`src/rtl/sdf_pkg.sv`:
```
package sdf_pkg;
   localparam int ADDR_W        = 7;
   localparam int THR_W         = 5;
   localparam logic [ADDR_W-1:0] OFS_STAT  = 7'h00;
   localparam logic [ADDR_W-1:0] OFS_MODE  = 7'h04;
   localparam logic [ADDR_W-1:0] OFS_BSIZE = 7'h08;
   localparam logic [ADDR_W-1:0] OFS_BCNT  = 7'h0C;
   localparam logic [ADDR_W-1:0] OFS_DATA  = 7'h40;
   localparam int ST_FLAG_BIT   = 0;
   localparam int ST_FERR_BIT   = 3;
   localparam int ST_BLK_BIT    = 9;
   localparam int MODE_FILL_LSB = 4;
   localparam int MODE_WTHR_LSB = 9;
   localparam int MODE_RTHR_LSB = 14;
endpackage

```
`src/rtl/sdf_store.sv`:
```
module sdf_store #(
   parameter int DW     = 32,
   parameter int DEPTH  = 16,
   parameter int FILL_W = $clog2(DEPTH + 1)
) (
   input  logic              clk,
   input  logic              rst_n,
   input  logic              push,
   input  logic              pop,
   input  logic [DW-1:0]     wdata,
   output logic [DW-1:0]     head,
   output logic [FILL_W-1:0] fill,
   output logic              full,
   output logic              empty,
   output logic              push_ok,
   output logic              pop_ok
);
   localparam int PW = $clog2(DEPTH);

   generate
      if (DEPTH != (1 << PW) || DEPTH < 2) begin : g_bad_depth
         $error("sdf_store: DEPTH must be a power of two of at least 2");
      end
   endgenerate

   logic [PW-1:0] wr_ptr, rd_ptr;
   logic [DW-1:0] slot [DEPTH];

   assign full    = (fill == FILL_W'(DEPTH));
   assign empty   = (fill == '0);
   assign push_ok = push && !full;
   assign pop_ok  = pop && !empty;
   assign head    = slot[rd_ptr];

   for (genvar i = 0; i < DEPTH; i++) begin : g_slot
      logic [DW-1:0] q;
      always_ff @(posedge clk) begin
         if (push_ok && wr_ptr == PW'(i)) q <= wdata;
      end
      assign slot[i] = q;
   end

   always_ff @(posedge clk or negedge rst_n) begin
      if (!rst_n) begin
         wr_ptr <= '0;
         rd_ptr <= '0;
         fill   <= '0;
      end else begin
         if (push_ok) wr_ptr <= wr_ptr + 1'b1;
         if (pop_ok)  rd_ptr <= rd_ptr + 1'b1;
         case ({push_ok, pop_ok})
            2'b10:   fill <= fill + 1'b1;
            2'b01:   fill <= fill - 1'b1;
            default: fill <= fill;
         endcase
      end
   end
endmodule

```
`src/rtl/sdf_blkcnt.sv`:
```
module sdf_blkcnt #(
   parameter int BSZ_W = 12,
   parameter int BLK_W = 9,
   parameter int BPW   = 4
) (
   input  logic             clk,
   input  logic             rst_n,
   input  logic             xfer,
   input  logic             size_wr,
   input  logic [BSZ_W-1:0] size_val,
   input  logic             cnt_wr,
   input  logic [BLK_W-1:0] cnt_val,
   output logic [BSZ_W-1:0] size,
   output logic [BLK_W-1:0] left,
   output logic             done
);
   localparam logic [BSZ_W:0] STEP = (BSZ_W + 1)'(BPW);

   logic [BSZ_W-1:0] bytes;
   logic [BSZ_W:0]   sum;

   assign sum  = {1'b0, bytes} + STEP;
   assign done = xfer && (sum >= {1'b0, size});

   always_ff @(posedge clk or negedge rst_n) begin
      if (!rst_n) begin
         size  <= '0;
         bytes <= '0;
         left  <= '0;
      end else begin
         if (size_wr) begin
            size  <= size_val;
            bytes <= '0;
         end else if (xfer) begin
            bytes <= done ? '0 : sum[BSZ_W-1:0];
         end
         if (cnt_wr)                  left <= cnt_val;
         else if (done && left != '0) left <= left - 1'b1;
      end
   end
endmodule

```
`src/rtl/sd_data_fifo.sv`:
```
module sd_data_fifo
   import sdf_pkg::*;
#(
   parameter int DW      = 32,
   parameter int DEPTH   = 16,
   parameter int BSZ_W   = 12,
   parameter int BLK_W   = 9,
   parameter int DEF_THR = 4
) (
   input  logic              clk,
   input  logic              rst_n,
   input  logic              dir_read,
   input  logic [ADDR_W-1:0] reg_addr,
   input  logic              reg_wr,
   input  logic              reg_rd,
   input  logic [DW-1:0]     reg_wdata,
   output logic [DW-1:0]     reg_rdata,
   input  logic              st_in_valid,
   input  logic [DW-1:0]     st_in_data,
   input  logic              st_out_ready,
   output logic [DW-1:0]     st_out_data
);
   localparam int FILL_W = $clog2(DEPTH + 1);

   generate
      if (DW != 32) begin : g_bad_dw
         $error("sd_data_fifo: register fields assume a 32-bit word");
      end
      if (FILL_W > THR_W || BSZ_W > DW || BLK_W > DW) begin : g_bad_fields
         $error("sd_data_fifo: field widths do not fit the register map");
      end
   endgenerate

   logic              dat_wr, dat_rd, stat_wr, mode_wr, bsize_wr, bcnt_wr;
   logic              push_req, pop_req, push_ok, pop_ok, full, empty;
   logic              xfer, blk_done, ferr_set, flag;
   logic              ferr, blk_irq;
   logic [DW-1:0]     push_data, head;
   logic [FILL_W-1:0] fill;
   logic [THR_W-1:0]  wthr, rthr;
   logic [BSZ_W-1:0]  blk_size;
   logic [BLK_W-1:0]  blk_left;

   assign dat_wr   = reg_wr && reg_addr == OFS_DATA;
   assign dat_rd   = reg_rd && reg_addr == OFS_DATA;
   assign stat_wr  = reg_wr && reg_addr == OFS_STAT;
   assign mode_wr  = reg_wr && reg_addr == OFS_MODE;
   assign bsize_wr = reg_wr && reg_addr == OFS_BSIZE;
   assign bcnt_wr  = reg_wr && reg_addr == OFS_BCNT;

   assign push_req  = dir_read ? st_in_valid : dat_wr;
   assign pop_req   = dir_read ? dat_rd : st_out_ready;
   assign push_data = dir_read ? st_in_data : reg_wdata;
   assign xfer      = dir_read ? push_ok : pop_ok;
   assign ferr_set  = (push_req && full) || (pop_req && empty);

   sdf_store #(.DW(DW), .DEPTH(DEPTH), .FILL_W(FILL_W)) u_store (
      .clk     (clk),
      .rst_n   (rst_n),
      .push    (push_req),
      .pop     (pop_req),
      .wdata   (push_data),
      .head    (head),
      .fill    (fill),
      .full    (full),
      .empty   (empty),
      .push_ok (push_ok),
      .pop_ok  (pop_ok)
   );

   sdf_blkcnt #(.BSZ_W(BSZ_W), .BLK_W(BLK_W), .BPW(DW / 8)) u_blk (
      .clk      (clk),
      .rst_n    (rst_n),
      .xfer     (xfer),
      .size_wr  (bsize_wr),
      .size_val (reg_wdata[BSZ_W-1:0]),
      .cnt_wr   (bcnt_wr),
      .cnt_val  (reg_wdata[BLK_W-1:0]),
      .size     (blk_size),
      .left     (blk_left),
      .done     (blk_done)
   );

   always_ff @(posedge clk or negedge rst_n) begin
      if (!rst_n) begin
         wthr    <= THR_W'(DEF_THR);
         rthr    <= THR_W'(DEF_THR);
         ferr    <= 1'b0;
         blk_irq <= 1'b0;
      end else begin
         if (mode_wr) begin
            wthr <= reg_wdata[MODE_WTHR_LSB +: THR_W];
            rthr <= reg_wdata[MODE_RTHR_LSB +: THR_W];
         end
         if (ferr_set)                            ferr <= 1'b1;
         else if (stat_wr && reg_wdata[ST_FERR_BIT]) ferr <= 1'b0;
         if (blk_done)                            blk_irq <= 1'b1;
         else if (stat_wr && reg_wdata[ST_BLK_BIT])  blk_irq <= 1'b0;
      end
   end

   assign flag = dir_read ? (THR_W'(fill) >= rthr) : (THR_W'(fill) <= wthr);
   assign st_out_data = head;

   always_comb begin
      reg_rdata = '0;
      case (reg_addr)
         OFS_STAT: begin
            reg_rdata[ST_FLAG_BIT] = flag;
            reg_rdata[ST_FERR_BIT] = ferr;
            reg_rdata[ST_BLK_BIT]  = blk_irq;
         end
         OFS_MODE: begin
            reg_rdata[MODE_FILL_LSB +: FILL_W] = fill;
            reg_rdata[MODE_WTHR_LSB +: THR_W]  = wthr;
            reg_rdata[MODE_RTHR_LSB +: THR_W]  = rthr;
         end
         OFS_BSIZE: reg_rdata[BSZ_W-1:0] = blk_size;
         OFS_BCNT:  reg_rdata[BLK_W-1:0] = blk_left;
         OFS_DATA:  reg_rdata = head;
         default:   reg_rdata = '0;
      endcase
   end
endmodule

```
`config.mk`:
```
export PLATFORM = sky130hd
export DESIGN_NAME = sd_data_fifo
export DESIGN_NICKNAME = d
export VERILOG_FILES = /design/src/rtl/sdf_pkg.sv /design/src/rtl/sdf_store.sv /design/src/rtl/sdf_blkcnt.sv /design/src/rtl/sd_data_fifo.sv
export SDC_FILE = /design/constraint.sdc
export NUM_CORES = 1
export LEC_CHECK = 0
export BUFFER_PORTS_ARGS = -buffer_cell sky130_fd_sc_hd__buf_4
export CORE_ASPECT_RATIO = 1.25
export CORE_MARGIN = 3
export CORE_UTILIZATION = 45
export DETAILED_ROUTE_END_ITERATION = 16
export GPL_TIMING_DRIVEN = 0
export PLACE_DENSITY = 0.59
export RECOVER_POWER = 100
export SKIP_LAST_GASP = 1
export SLEW_MARGIN = 20
export SYNTH_ARGS = -nofsm -noshare
export SYNTH_HDL_FRONTEND = slang
export SYNTH_SLANG_ARGS = --single-unit
```
`constraint.sdc`:
```
create_clock -name clk -period 10 [get_ports clk]
set_input_delay 1 -clock clk [delete_from_list [all_inputs] [get_ports clk]]
set_output_delay 1 -clock clk [all_outputs]
set_load 0.01 [all_outputs]
```
Yosys cells after proc, flatten, opt, wreduce, memory -nomap -nowiden
Index checks and enable logic that the tools add are counted.
W data, S select, Z words.
{"block": "word_totals", "register_bits": 570, "latchBits": 0, "ramBits": 0, "mem_bits_ro": 0, "output_inout_bits": 64, "word_cells": 127, "memories": 0}
{"block": "op_classes", "add_sub_neg": 6, "multipliers": 0, "n_div": 0, "n_lt_le_gt_ge": 4, "n_eq_ne": 22, "n_shift": 0, "mux": 26, "bitwise": 1, "reduce_logical": 42}
{"operator": "$bmux W32 S4", "n": 1}
{"operator": "$mux W32", "n": 3}
{"operator": "$mux W12", "n": 3}
{"operator": "$eq A4 B4 Y1 const B", "n": 8}
{"operator": "$logic_and A1 B1 Y1", "n": 30}
{"operator": "$pmux W5 S4", "n": 1}
{"operator": "$mux W9", "n": 2}
{"operator": "$eq A4 B3 Y1 const B", "n": 4}
{"operator": "$eq A7 B4 Y1 const B", "n": 2}
{"operator": "$pmux W7 S2", "n": 1}
{"operator": "$add A12 B3 Y13 const B", "n": 1}
{"operator": "$ge A13 B12 Y1", "n": 1}
{"operator": "$mux W13", "n": 1}
{"operator": "$pmux W1 S4", "n": 3}
{"operator": "$pmux W2 S3", "n": 2}
{"operator": "$pmux W5 S2", "n": 1}
{"operator": "$reduce_bool A2 Y1", "n": 5}
{"operator": "$reduce_bool A9 Y1", "n": 1}
{"operator": "$sub A9 B1 Y9 const B", "n": 1}
{"operator": "$add A4 B1 Y4 const B", "n": 2}
{"operator": "$eq A4 B2 Y1 const B", "n": 2}
{"operator": "$mux W1", "n": 8}
{"operator": "$eq A7 B3 Y1 const B", "n": 1}
{"operator": "$eq A7 B7 Y1 const B", "n": 1}
{"operator": "other kinds (15)", "n": 16}

Logic depth before layout (Yosys ltp)
Gate-level depths: netlist of run 1.
{"block": "logic_depth", "word_depth": 9, "mapped_depth": 17, "depth_no_buf": 14}

Hierarchy
Synthesis of run 1 repeated with hierarchy kept, for this count alone.
{"block": "hier_totals", "hier_cells": 1392, "hier_area_um2": 23958.0}
{"module": "sdf_store", "instances": 1, "cells_each": 1006, "area_per_inst_um2": 20408.3, "seq_area_each_um2": 15700.1}
{"module": "sdf_blkcnt", "instances": 1, "cells_each": 201, "area_per_inst_um2": 1815.5, "seq_area_each_um2": 775.7}
{"module": "sd_data_fifo", "instances": 1, "cells_each": 185, "area_per_inst_um2": 1734.2, "seq_area_each_um2": 302.8}

Worst setup path after synthesis of run 1
OpenSTA, ideal clock, no wires.
{"block": "synth_path", "kind": "input to register", "from": "in reg_addr[1]", "to": "reg u_store.g_slot[0].q[0], enable pin", "setup_ps": 502, "arrival_ps": 5143, "setup_slack_ps": 4356, "stages": 8, "path_buffers": 2, "cell_sequence": "nor4_2 and3_1 buf_2 a22o_1 and2_1 buf_4 inv_2 nor4_1"}
{"block": "synth_between", "elab_chain_len": 5}
{"item": "start, declared", "line_no": "sd_data_fifo.sv:13", "source": "input logic [ADDR_W-1:0] reg_addr,"}
{"item": "$eq A7 B7 Y1", "line_no": "sd_data_fifo.sv:44", "source": "assign dat_wr = reg_wr && reg_addr == OFS_DATA;"}
{"item": "$logic_and A1 B1 Y1", "line_no": "sd_data_fifo.sv:44"}
{"item": "$mux W1", "line_no": "sd_data_fifo.sv:51", "source": "assign push_req = dir_read ? st_in_valid : dat_wr;"}
{"item": "$logic_and A1 B1 Y1", "line_no": "sdf_store.sv:31", "source": "assign push_ok = push && !full;"}
{"item": "$logic_and A1 B1 Y1", "line_no": "sdf_store.sv:38", "source": "if (push_ok && wr_ptr == PW'(i)) q <= wdata;"}
{"item": "end signal, assigned", "line_no": "sdf_store.sv:38"}
{"item": "end, declared", "line_no": "sdf_store.sv:36", "source": "logic [DW-1:0] q;"}
No other way between the ends.
A chain may end at the register's enable or synchronous reset.

Final worst setup path of run 1
{"block": "layout_path", "from": "in reg_addr[1]", "to": "reg u_store.g_slot[9].q[29], enable pin"}
{"block": "layout_between", "elab_chain_len": 5}
{"item": "$eq A7 B7 Y1", "line_no": "sd_data_fifo.sv:44"}
{"item": "$logic_and A1 B1 Y1", "line_no": "sd_data_fifo.sv:44"}
{"item": "$mux W1", "line_no": "sd_data_fifo.sv:51"}
{"item": "$logic_and A1 B1 Y1", "line_no": "sdf_store.sv:31"}
{"item": "$logic_and A1 B1 Y1", "line_no": "sdf_store.sv:38"}
{"item": "end signal, assigned", "line_no": "sdf_store.sv:38"}
{"item": "end, declared", "line_no": "sdf_store.sv:36"}
No other way between the ends.

==> impl_metrics.env, run 1 <==
export IMPL_run_status="finished with violations"
export IMPL_failed_checks="max-capacitance violations, max-slew violations"
export IMPL_clockBufferDepth=3
export IMPL_critical_path_peak_fanout=32
export IMPL_initial_utilization_pct=45.6
export IMPL_worst_ep_arrival_time_ns=6.33
export IMPL_place_congestion=0.893
export IMPL_hold_path_class="reg -> reg"
export IMPL_clkSinkCount=568
export IMPL_holdPathStages=2
export IMPL_dp_slack_ns=5.79
export IMPL_pin_count_of_the_biggest_net_entering_global_routing=57
export IMPL_h_tree_lvls=2
export IMPL_place_port_buffers=139
export IMPL_cp_data_required_time_ns=10.12
export IMPL_final_net_count=1572
export IMPL_hold_viol=0
export IMPL_mappedNetlistArea_mm2=0.0236
export IMPL_synthDistinctLibCells=60
export IMPL_insertedDiodeCount=0
export IMPL_num_vias=12600
export IMPL_async_s_r_ff_share_synth_pct=9.86
export IMPL_grt_first_pass_wirelength_mm=87.4
export IMPL_synth_yosys_seq_area_share_pct=71.2
export IMPL_yosys_register_bits=568
export IMPL_worst_setup_path_type="in -> reg"
export IMPL_worstSetupStartpointType="input port"
export IMPL_crit_path_end_kind="flip-flop"
export IMPL_syn_avg_cell_area_um2=19.6
export IMPL_clk_latency_ns=0.60
export IMPL_area_growth_syn_to_layout_pct=15.5
export IMPL_row_count=93
export IMPL_wirelength_mm=59.7
export IMPL_r2r_end="u_store.g_slot[9].q[29]$_DFFE_PP_"
export IMPL_cts_tree="built"
export IMPL_min_from="blk_irq$_DFFE_PN0P_"
export IMPL_route_antenna_remaining_nets=0
export IMPL_pwr_density_cell_mw_per_mm2=256
export IMPL_grt_usage_pct=21.9
export IMPL_ir_worst_vdd_mv=0.113
export IMPL_postSynthNetCount=1313
export IMPL_floorplan_die_height_um=262
export IMPL_number_of_buffers_inserted_during_clock_tree_synthesis=55
export IMPL_reg2reg_slack_ns=4.97
export IMPL_fmax_mhz=161
export IMPL_core_region_area_mm2=0.0517
export IMPL_buffer_cell_driving_the_clock_tree_root="sky130_fd_sc_hd__clkbuf_16"
export IMPL_leak_uw=0.00910
export IMPL_global_route_overflow_total=0
export IMPL_routedWlPerCell_um=27.5
export IMPL_finalWorstSetupSlack_ns=3.79
export IMPL_ctsHoldBuffers=0
export IMPL_post_cts_repair_setup_buffers=0
export IMPL_fin_crit_sh_pct=62.1
export IMPL_finalSetupTns_ns=0
export IMPL_worst_setup_hold_path_clk_slew_ns=0.06
export IMPL_worstRegToRegCells=7
export IMPL_slew_limit_headroom_pct=-137
export IMPL_yosysWarningCount=0
export IMPL_timing_clock_skew_ns=0.00995
export IMPL_syn_inst=1203
export IMPL_dominantRegCellSynth="sky130_fd_sc_hd__edfxtp_1"
export IMPL_die_width_um=211
export IMPL_dr_first_iter_drc_count=1274
export IMPL_antenna_found_initial=1
export IMPL_max_slew_worst_pin_slew_ns=3.55
export IMPL_remaining_drc_errors=0
export IMPL_max_cap_violations=10
export IMPL_die_area_mm2=0.0552
export IMPL_avg_vias_per_cell=5.82
export IMPL_layout_cell_share_with_drive_strength_beyond_1_pct=24.5
export IMPL_unrepaired_setup_endpoints_after_global_routing="no"
export IMPL_first_pass_iters=5
export IMPL_edff_count_synth=512
export IMPL_detailedPlacementHpwl_mm=40.3
export IMPL_count_of_instances_resized_after_the_clock_tree_is_built=0
export IMPL_setup_viol=0
export IMPL_hold_path_endpoint="blk_irq$_DFFE_PN0P_"
export IMPL_final_period_minus_worst_setup_slack_ns=6.21
export IMPL_io_pins=142
export IMPL_grt_pass1_vias=12900
export IMPL_start_of_the_worst_register_to_register_path="u_store.fill[2]$_DFFE_PN0P_"
export IMPL_finalMaxSlewViolations=260
-- worst max path at each step --
stage | slack, ns | end | cells past startpoint | from
after floorplan | 4.36 | u_store.g_slot[0].q[0]$_DFFE_PP_ | 8 | reg_addr[1]
after detailed placement | 5.79 | reg_rdata[1] | 8 | reg_addr[1]
after global routing | 3.45 | u_store.g_slot[9].q[10]$_DFFE_PP_ | 10 | reg_addr[1]
final | 3.79 | u_store.g_slot[9].q[29]$_DFFE_PP_ | 10 | reg_addr[1]
after global placement | -0.64 | u_store.g_slot[3].q[28]$_DFFE_PP_ | 9 | reg_addr[1]
after CTS | 5.31 | reg_rdata[7] | 7 | u_store.rd_ptr[1]$_DFFE_PN0P_
-- per-stage QoR --
stage / instance area (µm²) / hold slack, ns / total power (µW) / utilization (%) / instances
after floorplan: 23600 / 0.443 / 4290 / - / 1203
after global routing: 27200 / 0.517 / 7290 / 52.6 / 2170
after global placement: 25400 / 0.465 / 5090 / 49.2 / 2007
after CTS: 27800 / 0.486 / 7190 / 53.9 / 2170
after detailed placement: 26100 / 0.471 / 5150 / 50.5 / 2070
final: 27200 / 0.485 / 6960 / 52.6 / 2170
-- synthesized netlist by cell type, drive strengths merged (8+ instances only) --
cell,count,area [µm²]
a211oi,8,80.1
a21oi,17,85.1
a22o,9,78.8
and2,18,113
buf,36,194
clkbuf,26,97.6
dfrtp,54,1350
edfxtp,512,15400
ha,31,388
inv,37,139
mux2,48,541
mux4,159,3580
nand2,61,231
nand3,10,50.1
nor2,20,75.1
nor3,9,45.0
o21ai,38,190
xnor2,16,140
-- layout make-up --
type / count / area, µm²
Fill cell: 4256 / 24500
Sequential cell: 568 / 16800
Multi-Input combinational cell: 536 / 6310
Clock buffer: 65 / 1460
Timing Repair Buffer: 202 / 1090
Tap cell: 665 / 832
Clock inverter: 35 / 308
Buffer: 62 / 284
Inverter: 37 / 139
-- layout by cell type, fill, tap and decap left out, types with 5 or more instances in the layout --
cell type	n
sky130_fd_sc_hd__nor2b_1	5
sky130_fd_sc_hd__mux2_1	32
sky130_fd_sc_hd__buf_1	5
sky130_fd_sc_hd__a21oi_1	17
sky130_fd_sc_hd__clkinv_1	14
sky130_fd_sc_hd__a21o_1	6
sky130_fd_sc_hd__nand2_1	61
sky130_fd_sc_hd__clkinv_2	12
sky130_fd_sc_hd__nand3_1	10
sky130_fd_sc_hd__buf_4	89
sky130_fd_sc_hd__buf_2	14
sky130_fd_sc_hd__xnor2_1	16
sky130_fd_sc_hd__nor4_1	6
sky130_fd_sc_hd__clkbuf_16	57
sky130_fd_sc_hd__mux2i_1	7
sky130_fd_sc_hd__bufinv_16	5
sky130_fd_sc_hd__ha_1	31
sky130_fd_sc_hd__clkbuf_1	159
sky130_fd_sc_hd__mux2_2	16
sky130_fd_sc_hd__nand4_1	5
sky130_fd_sc_hd__and2_1	6
sky130_fd_sc_hd__nand2b_1	7
sky130_fd_sc_hd__nor3_1	9
sky130_fd_sc_hd__a22o_1	9
sky130_fd_sc_hd__o21ai_0	34
sky130_fd_sc_hd__inv_1	37
sky130_fd_sc_hd__nor2_1	20
sky130_fd_sc_hd__a22oi_1	5
sky130_fd_sc_hd__mux4_2	159
sky130_fd_sc_hd__xor2_1	7
sky130_fd_sc_hd__and3_1	6
sky130_fd_sc_hd__edfxtp_1	512
sky130_fd_sc_hd__a211oi_1	8
sky130_fd_sc_hd__and2_0	12
sky130_fd_sc_hd__dfrtp_1	54
-- where the power goes --
| group | switching (µW) | internal, µW | total, µW | leakage, µW |
|---|---|---|---|---|
| registers | 72.8 | 2770 | 2840 | 0.00529 |
| logic | 1140 | 936 | 2080 | 0.00293 |
| clock network | 881 | 1170 | 2050 | 0.000870 |
| total | 2090 | 4870 | 6960 | 0.00910 |
-- layer usage --
layer | share of wire, % | global-route usage, % | routed length (µm)
met4 | 2.7 | 6.10 | 1630
met5 | 0 | 0 | 0
met3 | 5.5 | 3.41 | 3250
met1 | 40 | 28.9 | 23600
met2 | 52 | 38.2 | 31100
-- cell families (layout without fill, tap and decap cells) --
kind of cell               after synthesis  count (layout)  share of synthesized area [%]
AOI/OAI and AO/OA                      109             109                           3.20
buffers and inverters                   99             401                           1.83
adders and majority gates               32              32                           1.73
muxes                                  214             214                           17.8
DFF                                    568             568                           71.2
and+or+nand+nor                        158             158                           3.37
xor gates and xnor gates                23              23                          0.855
-- flip-flops by register name, summed over array words and instances, names as in the netlist --
register,flops
u_store.g_slot.q,512
u_blk.size,12
u_blk.bytes,10
u_blk.left,9
rthr,5
u_store.fill,5
wthr,5
u_store.rd_ptr,4
u_store.wr_ptr,4
blk_irq,1
ferr,1
-- critical path, stage by stage --
cell	delay, ns
sky130_fd_sc_hd__clkbuf_4	0.11
sky130_fd_sc_hd__nor4_1	0.42
sky130_fd_sc_hd__and3_1	0.22
sky130_fd_sc_hd__clkbuf_1	0.49
sky130_fd_sc_hd__a22o_1	0.29
sky130_fd_sc_hd__and2_0	0.16
sky130_fd_sc_hd__clkbuf_1	0.36
sky130_fd_sc_hd__inv_1	0.22
sky130_fd_sc_hd__nor3b_1	0.43
sky130_fd_sc_hd__and2_0	2.63
Power figures use the tool's default switching activity.
==> run 2, diff against run 1 <==
- clock period: 10 -> 6.5 ns (I/O delays scaled with it)
==> run 2 against run 1 <==
Compared with the run above:
- the run still ends with max-capacitance violations, max-slew violations left
- final cell count stayed put
- highest routed layer unchanged
- worst hold slack worse by 0.20 ns
- cell area up 0.18%
- combinational power is 53% higher
- worst setup slack got worse by 2.4 ns
- utilization grew 0.097 points
- register-to-register slack worse by 2.7 ns
- clock-buffer cell count did not move
==> impl_metrics.env, run 2 (synthesized netlist as in run 1, its figures left out) <==
export IMPL_slowest_delay_ns=1.38
export IMPL_row_count=93
export IMPL_grt_pass1_vias=12900
export IMPL_num_vias=12700
export IMPL_finish_utilization_pct=52.7
export IMPL_worst_setup_hold_path_clk_slew_ns=0.06
export IMPL_largest_register_ff_count=512
export IMPL_io_pins=142
export IMPL_postPlaceCellArea_mm2=0.0261
export IMPL_first_pass_iters=5
export IMPL_hold_viol=0
export IMPL_remaining_drc_errors=0
export IMPL_setup_viol=0
export IMPL_finalHoldWorstSlack_ns=0.286
export IMPL_core_region_area_mm2=0.0517
export IMPL_worstRegToRegCells=8
export IMPL_report_power_total_uw=10700
export IMPL_clockBufferDepth=3
export IMPL_detailedPlacementHpwl_mm=40.3
export IMPL_wirelength_mm=59.6
export IMPL_grt_first_pass_wirelength_mm=87.4
export IMPL_global_route_overflow_total=0
export IMPL_floorplan_die_height_um=262
export IMPL_critical_path_slowest_cell="sky130_fd_sc_hd__nor2_1"
export IMPL_area_growth_syn_to_layout_pct=15.7
export IMPL_timing_critical_path_mode_cell="sky130_fd_sc_hd__clkbuf_1"
export IMPL_number_of_buffers_inserted_during_clock_tree_synthesis=55
export IMPL_drt_met1_wl_mm=23.8
export IMPL_run_status="finished with violations"
export IMPL_ctsHoldBuffers=0
export IMPL_critical_path_peak_fanout=14
export IMPL_cts_tree="built"
export IMPL_crit_chain="clkbuf_4 -> nor4_1 -> and3_1 -> clkbuf_1 -> a22o_1 -> and2_0 -> clkbuf_1 -> nand3_1 -> nor2_1 -> clkbuf_1 -> buf_16"
export IMPL_grt_usage_pct=21.9
export IMPL_hold_path_class="in -> reg"
export IMPL_registers_top_by_ff_count="u_store.g_slot.q"
export IMPL_total_switching_power_uw=3220
export IMPL_ir_worst_vdd_mv=0.173
export IMPL_finalWorstSetupSlack_ns=1.41
export IMPL_h_tree_lvls=2
export IMPL_layout_cell_share_with_drive_strength_beyond_1_pct=24.6
export IMPL_power_share_switching_pct=30.1
export IMPL_layout_commonest_cell="sky130_fd_sc_hd__edfxtp_1"
export IMPL_fin_crit_sh_pct=78.4
export IMPL_worst_path_buf_inv=5
export IMPL_place_congestion=0.893
export IMPL_post_cts_repair_setup_buffers=0
export IMPL_final_net_count=1572
export IMPL_worst_setup_path_type="in -> reg"
export IMPL_finish_instance_area_mm2=0.0272
export IMPL_place_port_buffers=139
export IMPL_slew_limit_headroom_pct=-130
export IMPL_fmax_mhz=196
export IMPL_pwr_share_seq_pct=40.8
export IMPL_final_period_minus_worst_setup_slack_ns=5.09
export IMPL_reg_largest_list="u_store.g_slot.q (512), u_blk.size (12), u_blk.bytes (10)"
export IMPL_dp_slack_ns=2.65
export IMPL_dr_first_iter_drc_count=1311
export IMPL_buffer_cell_driving_the_clock_tree_root="sky130_fd_sc_hd__clkbuf_16"
export IMPL_clkSinkCount=568
export IMPL_power_share_clock_pct=29.5
export IMPL_count_of_instances_resized_after_the_clock_tree_is_built=0
export IMPL_worst_ep_arrival_time_ns=5.40
export IMPL_clk_latency_ns=0.60
export IMPL_initial_utilization_pct=45.6
export IMPL_finalMaxSlewViolations=260
export IMPL_cp_top_family="simple AND/OR/NAND/NOR gates"
export IMPL_max_slew_worst_pin_slew_ns=3.45
export IMPL_most_frequent_cells_in_the_layout="512 x sky130_fd_sc_hd__edfxtp_1, 159 x sky130_fd_sc_hd__mux4_2, 154 x sky130_fd_sc_hd__clkbuf_1"
export IMPL_failed_checks="max-capacitance violations, max-slew violations"
export IMPL_die_width_um=211
export IMPL_avg_vias_per_cell=5.85
export IMPL_antenna_found_initial=1
export IMPL_leak_uw=0.00912
export IMPL_pwr_density_cell_mw_per_mm2=393
export IMPL_route_antenna_remaining_nets=0
export IMPL_p_int_uw=7480
export IMPL_met2_length_mm=31.0
export IMPL_cp_data_required_time_ns=6.80
export IMPL_highest_signal_layer="met4"
export IMPL_holdPathStages=2
export IMPL_routedWlPerCell_um=27.5
export IMPL_die_area_mm2=0.0552
export IMPL_combinationalPowerShare_pct=29.8
export IMPL_worstSetupStartpointType="input port"
export IMPL_timing_clock_skew_ns=0.00826
export IMPL_insertedDiodeCount=0
export IMPL_total_met3_wirelength_after_detailed_routing_mm=3.10
export IMPL_max_cap_violations=10
export IMPL_pin_count_of_the_biggest_net_entering_global_routing=57
export IMPL_cp_num_cells=11
export IMPL_crit_path_end_kind="flip-flop"
export IMPL_unrepaired_setup_endpoints_after_global_routing="no"
-- run 2: cell count changes in the layout (fill, tap and decap cells not counted), sizes merged --
cell,delta
buf,+5
clkbuf,-5
-- run 2: per-stage QoR --
step                      std cells  TNS, ns
after global placement         2007  -693.39
after floorplan                1203        0
after CTS                      2170        0
after global routing           2170        0
final                          2170        0
after detailed placement       2070        0
-- run 2: worst paths after layout --
check | startpoint | endpoint | slack, ns
setup / recovery | reg_addr[1] | u_store.g_slot[12].q[29]$_DFFE_PP_ | 1.41
hold / removal | reg_wdata[15] | rthr[1]$_DFFE_PN0P_ | 0.29
hold reg to reg | blk_irq$_DFFE_PN0P_ | blk_irq$_DFFE_PN0P_ | 0.49
max in group asynchronous | rst_n | u_store.rd_ptr[2]$_DFFE_PN0P_ | 3.32
setup reg to reg | u_store.fill[2]$_DFFE_PN0P_ | u_store.g_slot[12].q[29]$_DFFE_PP_ | 2.24
min in group asynchronous | rst_n | u_blk.left[0]$_DFFE_PN0P_ | 1.20
-- run 2: cell type report --
type / count / area (µm²)
Buffer: 62 / 284
Clock buffer: 65 / 1460
Clock inverter: 35 / 308
Fill cell: 4249 / 24400
Inverter: 37 / 139
Multi-Input combinational cell: 536 / 6310
Sequential cell: 568 / 16800
Tap cell: 665 / 832
Timing Repair Buffer: 202 / 1140
-- run 2: layer usage --
metal | vias to the layer above | global-route usage (%)
met5 | - | 0
met3 | 109 | 3.41
li1 | 5426 | -
met1 | 6736 | 28.9
met4 | 0 | 6.10
met2 | 422 | 38.2
-- run 2: power by group through the flow --
stage | clock, µW | sequential [µW] | combinational [µW]
after CTS | 3210 | 4360 | 3490
after global routing | 3360 | 4390 | 3450
after floorplan | 0 | 4410 | 2190
final | 3160 | 4370 | 3190
after detailed placement | 0 | 4440 | 3480
after global placement | 0 | 4450 | 3370
